<file path="src/rtl/fcd_pkg.sv">
package fcd_pkg;
  typedef enum logic [2:0] {
    SQ_IDLE, SQ_UNL1, SQ_UNL2, SQ_PROG, SQ_ERS1, SQ_ERS2, SQ_ERS3
  } seq_t;

  // request kinds; index i+1 maps to request output bit i
  typedef enum logic [2:0] {
    RQ_NONE, RQ_RESET, RQ_PROGRAM, RQ_CHIP, RQ_SECTOR, RQ_SUSPEND, RQ_RESUME, RQ_ID
  } req_t;

  localparam int NUM_REQ = 7;

  localparam logic [7:0] CMD_UNLOCK1 = 8'hAA;
  localparam logic [7:0] CMD_UNLOCK2 = 8'h55;
  localparam logic [7:0] CMD_PROGRAM = 8'hA0;
  localparam logic [7:0] CMD_ERASE   = 8'h80;
  localparam logic [7:0] CMD_CHIP    = 8'h10;
  localparam logic [7:0] CMD_SECTOR  = 8'h30;
  localparam logic [7:0] CMD_RESUME  = 8'h30;
  localparam logic [7:0] CMD_RESET   = 8'hF0;
  localparam logic [7:0] CMD_SUSPEND = 8'hB0;
  localparam logic [7:0] CMD_IDREAD  = 8'h90;

  typedef struct packed {
    logic at_a;    // unlock address A
    logic at_b;    // unlock address B
    logic is_un1;
    logic is_un2;
    logic is_prog;
    logic is_ers;
    logic is_chip;
    logic is_sect;
    logic is_res;
    logic is_rst;
    logic is_susp;
    logic is_id;
  } cyc_flags_t;
endpackage

</file>
<file path="src/rtl/fcd_cycle_class.sv">
module fcd_cycle_class
  import fcd_pkg::*;
#(
  parameter int DATA_W = 8,
  parameter int CMP_W  = 11,
  parameter logic [CMP_W-1:0] UNL_A = 11'h555,
  parameter logic [CMP_W-1:0] UNL_B = 11'h2AA
) (
  input  logic [CMP_W-1:0]  addr_lo,
  input  logic [DATA_W-1:0] data,
  output cyc_flags_t        flags
);
  always_comb begin
    flags.at_a    = (addr_lo == UNL_A);
    flags.at_b    = (addr_lo == UNL_B);
    flags.is_un1  = (data == DATA_W'(CMD_UNLOCK1));
    flags.is_un2  = (data == DATA_W'(CMD_UNLOCK2));
    flags.is_prog = (data == DATA_W'(CMD_PROGRAM));
    flags.is_ers  = (data == DATA_W'(CMD_ERASE));
    flags.is_chip = (data == DATA_W'(CMD_CHIP));
    flags.is_sect = (data == DATA_W'(CMD_SECTOR));
    flags.is_res  = (data == DATA_W'(CMD_RESUME));
    flags.is_rst  = (data == DATA_W'(CMD_RESET));
    flags.is_susp = (data == DATA_W'(CMD_SUSPEND));
    flags.is_id   = (data == DATA_W'(CMD_IDREAD));
  end
endmodule

</file>
<file path="src/rtl/fcd_seq_fsm.sv">
module fcd_seq_fsm
  import fcd_pkg::*;
(
  input  logic       clk,
  input  logic       rst,
  input  logic       wr_en,
  input  cyc_flags_t f,
  input  logic       eng_busy,
  input  logic       eng_erasing,
  input  logic       eng_suspended,
  input  logic       eng_fault,
  output req_t       kind,
  output logic       id_mode
);
  seq_t st_q, st_n;
  logic id_n;

  always_comb begin
    st_n = st_q;
    id_n = id_mode;
    kind = RQ_NONE;
    if (wr_en) begin
      if (eng_busy) begin
        if (eng_fault && f.is_rst) begin
          kind = RQ_RESET;
          st_n = SQ_IDLE;
          id_n = 1'b0;
        end else if (eng_erasing && f.is_susp) begin
          kind = RQ_SUSPEND;
        end
      end else if (st_q != SQ_PROG && f.is_rst) begin
        kind = RQ_RESET;
        st_n = SQ_IDLE;
        id_n = 1'b0;
      end else begin
        st_n = SQ_IDLE;
        unique case (st_q)
          SQ_IDLE: begin
            if (f.at_a && f.is_un1) st_n = SQ_UNL1;
            else if (eng_suspended && f.is_res) kind = RQ_RESUME;
            else id_n = 1'b0;
          end
          SQ_UNL1: begin
            if (f.at_b && f.is_un2) st_n = SQ_UNL2;
            else id_n = 1'b0;
          end
          SQ_UNL2: begin
            if (f.at_a && f.is_prog) st_n = SQ_PROG;
            else if (f.at_a && f.is_ers) st_n = SQ_ERS1;
            else if (f.at_a && f.is_id) begin
              kind = RQ_ID;
              id_n = 1'b1;
            end else id_n = 1'b0;
          end
          SQ_PROG: begin
            kind = RQ_PROGRAM;
            id_n = 1'b0;
          end
          SQ_ERS1: begin
            if (f.at_a && f.is_un1) st_n = SQ_ERS2;
            else id_n = 1'b0;
          end
          SQ_ERS2: begin
            if (f.at_b && f.is_un2) st_n = SQ_ERS3;
            else id_n = 1'b0;
          end
          SQ_ERS3: begin
            id_n = 1'b0;
            if (f.at_a && f.is_chip) kind = RQ_CHIP;
            else if (f.is_sect) kind = RQ_SECTOR;
          end
          default: id_n = 1'b0;
        endcase
      end
    end
  end

  always_ff @(posedge clk) begin
    if (rst) begin
      st_q    <= SQ_IDLE;
      id_mode <= 1'b0;
    end else begin
      st_q    <= st_n;
      id_mode <= id_n;
    end
  end

  // a busy engine holds the sequence where it was
  AST_BUSY_HOLDS_SEQ: assert property (@(posedge clk) disable iff (rst)
    ($past(eng_busy) && !$past(eng_fault)) |-> $stable(st_q));
endmodule

</file>
<file path="src/rtl/fcd_req_out.sv">
module fcd_req_out
  import fcd_pkg::*;
#(
  parameter int ADDR_W = 19,
  parameter int DATA_W = 8,
  parameter int SECT_W = 3
) (
  input  logic              clk,
  input  logic              rst,
  input  req_t              kind,
  input  logic [ADDR_W-1:0] wr_addr,
  input  logic [DATA_W-1:0] wr_data,
  output logic [NUM_REQ-1:0] req_vec,
  output logic [ADDR_W-1:0] req_addr,
  output logic [DATA_W-1:0] req_data,
  output logic [SECT_W-1:0] req_sector
);
  localparam int SECT_LSB = ADDR_W - SECT_W;

  for (genvar i = 0; i < NUM_REQ; i++) begin : g_req
    always_ff @(posedge clk) begin
      if (rst) req_vec[i] <= 1'b0;
      else     req_vec[i] <= (kind == req_t'(i + 1));
    end
  end

  always_ff @(posedge clk) begin
    if (rst) begin
      req_addr   <= '0;
      req_data   <= '0;
      req_sector <= '0;
    end else begin
      if (kind == RQ_PROGRAM) begin
        req_addr <= wr_addr;
        req_data <= wr_data;
      end
      if (kind == RQ_SECTOR) req_sector <= wr_addr[ADDR_W-1:SECT_LSB];
    end
  end
endmodule

</file>
<file path="src/rtl/flash_cmd_decoder.sv">
module flash_cmd_decoder
  import fcd_pkg::*;
#(
  parameter int ADDR_W = 19,
  parameter int DATA_W = 8,
  parameter int CMP_W  = 11,
  parameter int SECT_W = 3,
  parameter logic [CMP_W-1:0] UNL_A = 11'h555,
  parameter logic [CMP_W-1:0] UNL_B = 11'h2AA
) (
  input  logic              clk,
  input  logic              rst,
  input  logic              wr_en,
  input  logic [ADDR_W-1:0] wr_addr,
  input  logic [DATA_W-1:0] wr_data,
  input  logic              eng_busy,
  input  logic              eng_erasing,
  input  logic              eng_suspended,
  input  logic              eng_fault,
  output logic              req_reset,
  output logic              req_program,
  output logic              req_chip_erase,
  output logic              req_sector_erase,
  output logic              req_suspend,
  output logic              req_resume,
  output logic              req_id,
  output logic [ADDR_W-1:0] req_addr,
  output logic [DATA_W-1:0] req_data,
  output logic [SECT_W-1:0] req_sector,
  output logic              id_mode
);
  cyc_flags_t         flags;
  req_t               kind;
  logic [NUM_REQ-1:0] req_vec;

  fcd_cycle_class #(.DATA_W(DATA_W), .CMP_W(CMP_W), .UNL_A(UNL_A), .UNL_B(UNL_B)) u_class (
    .addr_lo (wr_addr[CMP_W-1:0]),
    .data    (wr_data),
    .flags   (flags)
  );

  fcd_seq_fsm u_fsm (
    .clk           (clk),
    .rst           (rst),
    .wr_en         (wr_en),
    .f             (flags),
    .eng_busy      (eng_busy),
    .eng_erasing   (eng_erasing),
    .eng_suspended (eng_suspended),
    .eng_fault     (eng_fault),
    .kind          (kind),
    .id_mode       (id_mode)
  );

  fcd_req_out #(.ADDR_W(ADDR_W), .DATA_W(DATA_W), .SECT_W(SECT_W)) u_out (
    .clk        (clk),
    .rst        (rst),
    .kind       (kind),
    .wr_addr    (wr_addr),
    .wr_data    (wr_data),
    .req_vec    (req_vec),
    .req_addr   (req_addr),
    .req_data   (req_data),
    .req_sector (req_sector)
  );

  assign req_reset        = req_vec[0];
  assign req_program      = req_vec[1];
  assign req_chip_erase   = req_vec[2];
  assign req_sector_erase = req_vec[3];
  assign req_suspend      = req_vec[4];
  assign req_resume       = req_vec[5];
  assign req_id           = req_vec[6];

  AST_REQ_NEEDS_WRITE: assert property (@(posedge clk) disable iff (rst)
    (|req_vec) |-> $past(wr_en));
  AST_BUSY_BLOCKS_CMDS: assert property (@(posedge clk) disable iff (rst)
    $past(eng_busy) |-> !(req_program || req_chip_erase || req_sector_erase || req_id || req_resume));
  AST_SUSPEND_GATED: assert property (@(posedge clk) disable iff (rst)
    req_suspend |-> $past(eng_busy && eng_erasing));
  AST_RESUME_GATED: assert property (@(posedge clk) disable iff (rst)
    req_resume |-> $past(eng_suspended && !eng_busy));
  AST_ID_SETS_MODE: assert property (@(posedge clk) disable iff (rst)
    req_id |-> id_mode);
  AST_RESET_CLEARS_MODE: assert property (@(posedge clk) disable iff (rst)
    req_reset |-> !id_mode);
  AST_BUSY_RESET_FAULT: assert property (@(posedge clk) disable iff (rst)
    (req_reset && $past(eng_busy)) |-> $past(eng_fault));
endmodule

</file>
<file path="config.mk">
export PLATFORM = sky130hd
export DESIGN_NAME = flash_cmd_decoder
export DESIGN_NICKNAME = d
export VERILOG_FILES = /design/src/rtl/fcd_pkg.sv /design/src/rtl/fcd_cycle_class.sv /design/src/rtl/fcd_seq_fsm.sv /design/src/rtl/fcd_req_out.sv /design/src/rtl/flash_cmd_decoder.sv
export SDC_FILE = /design/constraint.sdc
export NUM_CORES = 1
export LEC_CHECK = 0
export CAP_MARGIN = 20
export CORE_MARGIN = 2
export CORE_UTILIZATION = 44
export CTS_CLUSTER_SIZE = 24
export DETAILED_ROUTE_END_ITERATION = 7
export PLACE_DENSITY = 0.92
export SETUP_SLACK_MARGIN = 0.05
export SYNTH_ARGS = -nofsm -noshare
export SYNTH_HDL_FRONTEND = slang
export SYNTH_SLANG_ARGS = --single-unit
</file>
<file path="constraint.sdc">
create_clock -name clk -period 2.27 [get_ports clk]
set_clock_uncertainty 0.05 [all_clocks]
set_input_delay 0.454 -clock clk [delete_from_list [all_inputs] [get_ports clk]]
set_output_delay 0.454 -clock clk [all_outputs]
set_load 0.03 [all_outputs]
</file>
== Yosys cells after proc, flatten, opt, wreduce, memory -nomap -nowiden ==
Index checks and enable logic that the tools add are counted.

* Register bits after elaboration: 41
* Bits of input ports: 34
* Output and inout port bits: 38
* Logic and storage cells: 92

* Eq/ne operators: 32
* Multiplexer cells: 34
* Reductions and logical operators: 14

{| class="wikitable"
|+ Operators with widths
! kind !! number
|-
| $mux 3 || 19
|-
| $eq 8x8->1 const B || 6
|-
| $ne 4x3->1 const B || 6
|-
| $eq 3x3->1 const B || 7
|-
| $pmux 3 s5 || 1
|-
| $eq 3x2->1 const B || 4
|-
| $pmux 3 s4 || 1
|-
| $eq 11x10->1 const B || 1
|-
| $eq 11x11->1 const B || 1
|-
| $mux 1 || 11
|-
| $logic_and 1x1->1 || 10
|-
| $eq 8x5->1 const B || 1
|-
| $eq 8x6->1 const B || 1
|-
| $eq 8x7->1 const B || 1
|-
| $reduce_and 8->1 || 1
|-
| $eq 3x1->1 const B || 2
|-
| $pmux 1 s4 || 1
|-
| $logic_not 3->1 || 1
|-
| $ne 3x2->1 const B || 1
|-
| $mux 2 || 1
|-
| $ne 2x1->1 const B || 1
|-
| $reduce_and 2->1 || 1
|-
| $reduce_or 2->1 || 1
|}

== Longest topological paths before layout ==
Gate-level depths: netlist (run 1).

* Word-level depth: 10
* Gate-level depth with buffers: 8
* Depth with buffers taken out: 6

== By module ==
Synthesis (run 1) repeated with hierarchy kept, for this count alone.

* Cells, all modules: 241
* Area, all modules: 2225.9 um^2

{| class="wikitable"
|+ By module, submodules not included
! module !! times used !! cells each !! area each (um^2) !! sequential area each (um^2)
|-
| fcd_req_out || 1 || 147 || 1535.2 || 740.7
|-
| fcd_seq_fsm || 1 || 64 || 478.0 || 80.1
|-
| fcd_cycle_class || 1 || 30 || 212.7 || 0.0
|}

== Worst setup path after synthesis (run 1) ==
Ideal clock, no wire load.

* Path kind: input port to flip-flop
* Start point: in wr_data[5]
* End point: reg u_fsm.id_mode
* Setup time: 0.070 ns
* Data arrival time: 1.717 ns
* Required time: 2.150 ns
* Setup slack: 0.432 ns
* Stages on the path: 7
* Path buffers: 1
* Cell sequence: clkbuf_1 > and4b_1 > nand4_1 > or4_4 > a31oi_1 > o21ai_1 > a21oi_1

* Cells in the longest elaborated chain, start to end: 8
* Elaborated cells between the ends (all ways): 29
* Classes of those cells: eq/ne: 14; mux: 6; reduce/logical: 9

{| class="wikitable"
|+ Ends and longest elaborated chain
! element !! RTL line !! source
|-
| from (decl) || flash_cmd_decoder.sv:15 || <nowiki>input logic [DATA_W-1:0] wr_data,</nowiki>
|-
| $eq 8x8->1 || fcd_cycle_class.sv:25 || <nowiki>flags.is_id = (data == DATA_W'(CMD_IDREAD));</nowiki>
|-
| $logic_and 1x1->1 || fcd_seq_fsm.sv:50 || <nowiki>else if (f.at_a && f.is_id) begin</nowiki>
|-
| $mux 1 || fcd_seq_fsm.sv:50 ||
|-
| $mux 1 || fcd_seq_fsm.sv:49 || <nowiki>else if (f.at_a && f.is_ers) st_n = SQ_ERS1;</nowiki>
|-
| $mux 1 || fcd_seq_fsm.sv:48 || <nowiki>if (f.at_a && f.is_prog) st_n = SQ_PROG;</nowiki>
|-
| $pmux 1 s4 || fcd_seq_fsm.sv:37 || <nowiki>unique case (st_q)</nowiki>
|-
| $mux 1 || fcd_seq_fsm.sv:31 || <nowiki>end else if (st_q != SQ_PROG && f.is_rst) begin</nowiki>
|-
| $mux 1 || fcd_seq_fsm.sv:23 || <nowiki>if (eng_busy) begin</nowiki>
|-
| to (signal assigned) || fcd_seq_fsm.sv:84 || <nowiki>id_mode <= id_n;</nowiki>
|-
| to (decl) || fcd_seq_fsm.sv:13 || <nowiki>output logic id_mode</nowiki>
|}

Several ways; a longest one is shown, not always the timed one. The select of a mux whose other input is x is not followed.
A chain may end at the register's enable or synchronous reset.

== Worst setup path in the final report (run 1) ==
* Start point: in wr_addr[2]
* End point: reg u_out.req_sector[1]

* Cells in the longest elaborated chain, start to end: 10
* Elaborated cells between the ends (all ways): 16
* Classes of those cells: eq/ne: 2; mux: 9; reduce/logical: 5

{| class="wikitable"
|+ Ends and longest elaborated chain
! element !! RTL line !! source
|-
| from (decl) || flash_cmd_decoder.sv:14 || <nowiki>input logic [ADDR_W-1:0] wr_addr,</nowiki>
|-
| $eq 11x11->1 (*) || fcd_cycle_class.sv:14 || <nowiki>flags.at_a = (addr_lo == UNL_A);</nowiki>
|-
| $logic_and 1x1->1 || fcd_seq_fsm.sv:50 ||
|-
| $mux 3 || fcd_seq_fsm.sv:50 ||
|-
| $mux 3 || fcd_seq_fsm.sv:49 ||
|-
| $mux 3 || fcd_seq_fsm.sv:48 ||
|-
| $pmux 3 s4 (*) || fcd_seq_fsm.sv:37 ||
|-
| $mux 3 (*) || fcd_seq_fsm.sv:31 ||
|-
| $mux 3 (*) || fcd_seq_fsm.sv:23 ||
|-
| $mux 3 (*) || fcd_seq_fsm.sv:22 || <nowiki>if (wr_en) begin</nowiki>
|-
| $eq 3x3->1 (*) || fcd_req_out.sv:37 || <nowiki>if (kind == RQ_SECTOR) req_sector <= wr_addr[ADDR_W-1:SECT_LSB];</nowiki>
|-
| to (signal assigned) || fcd_req_out.sv:37 ||
|-
| to (decl) || fcd_req_out.sv:16 || <nowiki>output logic [SECT_W-1:0] req_sector</nowiki>
|}

Mark *: on every way between the ends. The rest lies on a longest branch, timed or not.

==> results_dict.tcl, run 1 <==
set metrics [dict create \
    status "finished clean" \
    drtAntennaViolNets 0 \
    holdCritPathClass "reg2reg" \
    hold_violations 0 \
    die_w_um 69.6 \
    cts-root-buf "clkbuf_8" \
    synth_simple_gate_area_frac 0.355 \
    port_buffers 71 \
    start_util 0.466 \
    synth_edf_count 0 \
    cts_buffer_depth 2 \
    crit_fanout 6 \
    grt_pass1_wl_um 9070 \
    reg2regPathDepth 6 \
    synth-async-reset-ratio 0 \
    drive_gt1_frac 0.168 \
    syn_avg_cell_area_um2 8.18 \
    rows 23 \
    synth_top_family_by_area "simple AND/OR/NAND/NOR gates" \
    cts_made_buffers 5 \
    worstPathCellList "clkdlybuf4s50_1 > nor4bb_1 > buf_4 > nand3_1 > o22ai_2 > a21oi_2 > o31ai_1 > a21oi_1" \
    synth_compound_area_frac 0.181 \
    nFillCells 297 \
    via_count 2058 \
    via_per_inst 5.44 \
    crit_type "in2reg" \
    post-place-ws_ps -234 \
    cp_slowest_stage_delay_ps 490 \
    gp_congestion 0.916 \
    holdPathStages 2 \
    relSlewSlack 0.712 \
    area_growth_pct 60.5 \
    required_ps 2390 \
    syn-instance-count 231 \
    ios 72 \
    setup_ws_ps 121 \
    wire_per_inst_um 14.8 \
    synth_fp_nets 265 \
    synthFlopType "dfxtp_1" \
    grt_max_degree 28 \
    powerDensity_nw_per_um2 476 \
    ir_drop_uv 452 \
    start_kind "primary input" \
    top_usage_layer "met2" \
    drt_pass1_iterations 4 \
    ys_warn_count 0 \
    antenna_found_initial 0 \
    leakage_nw 1.09 \
    drv_cap 0 \
    htreeDepth 2 \
    cts_tree "yes" \
    grt_use_met3 0.0916 \
    power_mw 1.45 \
    fp.dieArea_um2 4840 \
    drt_iter0_drc 134 \
    synth-xor-area-share 0 \
    max_freq_mhz 465 \
    grtUsageMet1 0.267 \
    grt_overflow 0 \
    n_antenna_cell 0 \
    slew_viol_final 0 \
    setup.worst_path.end_class "flip-flop" \
    die_y_um 69.6 \
    layout_min_cycle_time_ps 2150 \
    final_nets 362 \
    critPathSlowestCell "clkdlybuf4s50_1" \
    final_util 0.748 \
    finalCritPeriodShare 0.947 \
    final.setup.tns_ps 0 \
    netlist-cell-type-count 43 \
    syn_area_um2 1890 \
    yosysSeqAreaShare 0.434 \
    ys_ff_latch 41 \
    synthAdderAreaFrac 0 \
    cts.reportedPaths.clkPinSlew_ps 70 \
    worst_pin_slew_ps 430 \
    synthMuxAreaShare 0 \
    final-setup-viol-count 0 \
    first_global_vias 2017 \
    grtUsageMet2 0.399 \
    dp_hpwl_um 3940 \
    fp.coreArea_um2 4060 \
    crit_arrival_ps 2270 \
    wl_um 5590 \
    rsz0062_at_grt "no" \
    clk_latency_ps 290 \
    grt_usage 0.230 \
    cts.hold.buffers_added 0 \
    clkSinkCount 41 \
    drcViolationCount 0 \
]
## synth_stat cells (2+ instances only)
cell,n,share of area
nor2b_1,2,0.0066
or2_1,2,0.0066
nand2b_1,3,0.0099
nand4_1,4,0.013
or2_0,3,0.0099
nor3b_1,2,0.0079
nor4bb_1,3,0.016
dfxtp_1,41,0.43
clkbuf_1,7,0.014
nor2_1,9,0.018
o31ai_1,3,0.012
nand2_1,59,0.12
buf_2,5,0.013
o21ai_0,2,0.0053
and4b_1,2,0.011
nand3b_1,4,0.016
nand4b_1,4,0.019
o21ai_1,3,0.0079
a21oi_1,36,0.095
a21o_1,3,0.012
o22ai_1,2,0.0066
nand3_1,7,0.019
nor4b_1,4,0.019
nor3b_2,2,0.013
## worst max-delay path, delay by kind of cell
| family | cells | cell delay [ps] |
|---|---|---|
| buffers and inverters | 2 | 660 |
| AND/OR/NAND/NOR | 2 | 450 |
| AO/OA/AOI/OAI | 4 | 710 |
## cells by family after synthesis
group | Yosys count
DFF | 41
AOI/OAI and AO/OA | 58
buffers and inverters | 13
and+or+nand+nor | 119
## what timing repair did
action | CTS | global route
endpoints found under the setup margin | 2 | 13
gates resized for setup | 3 | 14
pin swaps | 0 | 5
buffers inserted | 0 | 1
gates cloned | 1 | 0
## power breakdown
part           switching [mW]  internal [mW]  total (mW)
Combinational          0.0687         0.0943       0.163
Sequential           0.000123          0.719       0.719
Clock                   0.244          0.319       0.563
## flip-flops by register name, summed over array words and instances, names as in the netlist
| name | cells |
|---|---|
| u_out.req_data | 8 |
| u_out.req_vec | 7 |
| u_fsm.st_q | 3 |
| u_out.req_sector | 3 |
| u_out.req_addr | 19 |
| u_fsm.id_mode | 1 |
## placed cells by master (no fill, tap or decap), drive strengths merged, types with 2 or more instances in the layout
cell type	count
nor3b	4
a21o	3
buf	30
nor2	9
nand3	7
o21a	3
o21ai	5
nand3b	4
o22ai	2
nand4b	4
or2	5
nand2b	3
nor3	2
nand2	59
clkbuf	5
a21oi	37
nor2b	2
nand4	4
nor4bb	3
dfxtp	41
nor4b	5
and4b	2
clkdlybuf4s50	65
or4	2
o31ai	3
dlymetal6s2s	6
## final cells by class
type	count	area [um2]	share of cell area
clock buffers	5	68.8	0.0227
clock inverters	2	35.0	0.0115
inverters	1	3.75	0.00124
multi-input cells	178	1090	0.360
flip-flops and latches	41	821	0.271
well taps	50	62.6	0.0206
repair buffers	101	951	0.313
## layer usage
layer  wire length (um)  part of all wire  vias to the layer above
met1               2340              0.42                      948
met2               2780              0.50                       89
li1                   -                 -                     1015
met3                438             0.078                        6
met5                  0                 0                        -
met4                 27            0.0048                        0
## worst paths after layout
kind	from	end	slack, ps
max	wr_addr[2]	u_out.req_sector[1]	120
min reg2reg	u_out.req_addr[11]	u_out.req_addr[11]	410
min	u_out.req_addr[11]	u_out.req_addr[11]	410
max reg2reg	u_fsm.st_q[1]	u_out.req_sector[1]	300
## metrics by stage
| step | instances | area [um2] | hold WS (ps) |
|---|---|---|---|
| floorplan | 231 | 1890 | 483 |
| global placement | 369 | 2830 | 391 |
| detailed placement | 369 | 2830 | 397 |
| CTS | 377 | 2970 | 408 |
| global route | 378 | 3030 | 423 |
| finish | 378 | 3030 | 406 |
Power figures use the tool's default switching activity.
==> run 2, diff against run 1 <==
Settings changed: ABC_AREA set to 1, CORE_UTILIZATION 44 to 48, CTS_BUF_LIST set to sky130_fd_sc_hd__clkbuf_4, PLACE_DENSITY 0.92 to 0.94.
==> results_dict.tcl, run 2 <==
set metrics [dict create \
    status "complete, but fails checks" \
    violations "design-rule violations" \
    setup.worst_path.end_class "flip-flop" \
    final-setup-viol-count 0 \
    yosysSeqAreaShare 0.351 \
    dp_hpwl_um 5140 \
    syn_area_um2 2340 \
    grt_max_degree 33 \
    via_count 2892 \
    final_common_cell "nand2_1" \
    wl_um 7160 \
    final_nets 511 \
    first_global_vias 2522 \
    crit_buf_inv 3 \
    cts.reportedPaths.clkPinSlew_ps 120 \
    ys_ff_latch 41 \
    drv_cap 0 \
    start_util 0.496 \
    worstPathCellList "clkdlybuf4s50_1 > nor2_4 > nand2_2 > inv_2 > nand3_1 > nand2_4 > nor2_2 > nand2_1 > nand2_2 > nand2_4 > buf_12 > nand3_1 > nand2_1 > nor2_1" \
    crit_arrival_ps 2400 \
    cts_made_buffers 5 \
    top_regs "u_out.req_addr (19), u_out.req_data (8), u_out.req_vec (7)" \
    crit_fanout 32 \
    cts_tree "yes" \
    rsz0062_at_grt "yes" \
    drtAntennaViolNets 0 \
    grt_pass1_wl_um 11000 \
    grt_usage 0.256 \
    final_cell_mix "nand2_1, clkdlybuf4s50_1, nor2_1" \
    fp.dieArea_um2 5450 \
    largest_register_ffs 19 \
    critPathSlowestCell "clkdlybuf4s50_1" \
    yosysTopAreaCell "dfxtp_1" \
    r2r_slack_ps 180 \
    area_growth_pct 52.0 \
    slew_viol_final 0 \
    htreeDepth 2 \
    hold_violations 0 \
    cts-root-buf "clkbuf_4" \
    n_antenna_cell 0 \
    ios 72 \
    rows 25 \
    cp_top_family "simple AND/OR/NAND/NOR gates" \
    crit_type "in2reg" \
    synth-async-reset-ratio 0 \
    leakage_nw 1.57 \
    gp_congestion 0.908 \
    drive_gt1_frac 0.182 \
    synth_fp_nets 398 \
    via_per_inst 5.31 \
    relSlewSlack 0.719 \
    netlist-cell-type-count 27 \
    synth_area_leaders "dfxtp_1, nand2_1, nor2_1" \
    finalCritPeriodShare 0.959 \
    synthFlopType "dfxtp_1" \
    cp_slowest_stage_delay_ps 480 \
    synth_edf_count 0 \
    wire_per_inst_um 13.1 \
    port_buffers 71 \
    drcViolationCount 2 \
    syn-instance-count 364 \
    die_w_um 73.8 \
    nFillCells 332 \
    yosysMostFrequentCell "nand2_1" \
    ys_warn_count 0 \
    yosysTopAreaCellShare 0.351 \
    start_kind "primary input" \
    post-place-ws_ps -266 \
    layout_min_cycle_time_ps 2180 \
    dp_cells 537 \
    antenna_found_initial 0 \
    clkSinkCount 41 \
    ys_top_cells_by_count "nand2_1, nor2_1, nand3_1, dfxtp_1, inv_1" \
    max_freq_mhz 459 \
    powerDensity_nw_per_um2 404 \
    cts_buffer_depth 2 \
    clk_latency_ps 360 \
    holdWs_ps 445 \
    holdCritPathClass "reg2reg" \
    ir_drop_uv 241 \
    regMostFlops "u_out.req_addr" \
    setup_ws_ps 92.1 \
    die_y_um 73.8 \
    fp.coreArea_um2 4720 \
    worst_pin_slew_ps 419 \
    syn_avg_cell_area_um2 6.43 \
    final_cells 545 \
    required_ps 2490 \
    drt_pass1_iterations 8 \
    drt_iter0_drc 358 \
    grt_overflow 0 \
]
==> run 2: changes by cell type after synthesis, moves of 5 or more <==
cell      delta
buf_4        +5
buf_6        +6
clkbuf_1     -6
inv_1       +35
inv_2        +5
nand2_1     +18
nand2_2      +5
nand3_1     +41
nand3_2      +5
nor2_1      +60
==> run 2: final timing paths <==
| check | cells after the start | startpoint | to |
|---|---|---|---|
| min reg2reg | 2 | u_out.req_addr[6] | u_out.req_addr[6] |
| max | 14 | wr_data[0] | u_out.req_addr[6] |
| min | 2 | u_out.req_addr[6] | u_out.req_addr[6] |
| max reg2reg | 14 | u_fsm.st_q[0] | u_out.req_addr[6] |
==> run 2: power breakdown <==
group	total (mW)	internal, mW	switching [mW]	leakage, nW
Sequential	0.722	0.721	0.000909	0.330
Combinational	0.221	0.115	0.106	1.20
Clock	0.496	0.241	0.254	0.0433
Total	1.44	1.08	0.361	1.57
==> run 2: through the flow <==
stage | total power [mW] | cell area (um2) | util | TNS, ps
global route | 1.48 | 3560 | 0.753 | -12.9
CTS | 1.42 | 3510 | 0.743 | 0
global placement | 0.943 | 3430 | 0.725 | -6340
floorplan | 0.813 | 2340 | - | 0
detailed placement | 0.948 | 3430 | 0.725 | -7910
finish | 1.44 | 3560 | 0.753 | 0
==> run 2: layout make-up <==
cell class	count	area, um2	area share
well taps	67	83.8	0.0236
inverters	42	159	0.0447
clock buffers	6	45.0	0.0127
clock inverters	2	33.8	0.00950
multi-input cells	266	1280	0.361
repair buffers	121	1130	0.318
flip-flops and latches	41	821	0.231
==> run 2: cells by family after synthesis <==
family                 after synthesis  share of synthesized area
AND/OR/NAND/NOR                    227                      0.442
buffers and inverters               57                      0.120
flip-flops                          41                      0.351
AO/OA/AOI/OAI                       39                     0.0871
==> run 2: per-layer routing <==
metal / routed length (um) / up-vias / track usage
li1: - / 1391 / -
met4: 211 / 0 / 0.0687
met5: 0 / - / 0
met3: 643 / 30 / 0.0466
met1: 2780 / 1294 / 0.312
met2: 3530 / 177 / 0.460
==> run 2: tightest hold or removal path, stage by stage (launching register included) <==
cell and delay, ps:
dfxtp_1 350, a21oi_1 40, nor2_1 80
==> run 2: what timing repair did <==
action                                  in CTS  in global routing
endpoints found under the setup margin       1                 33
gates resized for setup                      1                 14
hold buffers                                 0                  0
buffers inserted                             0                  0
pin swaps                                    0                  1
endpoints found under the hold margin        0                  0
cloned                                       0                  0
==> run 3, diff against run 2 <==
Settings changed: CTS_CLUSTER_DIAMETER set to 60.
==> results of run 3 <==
Final layout, timing and power as in run 2 (identical DEF).
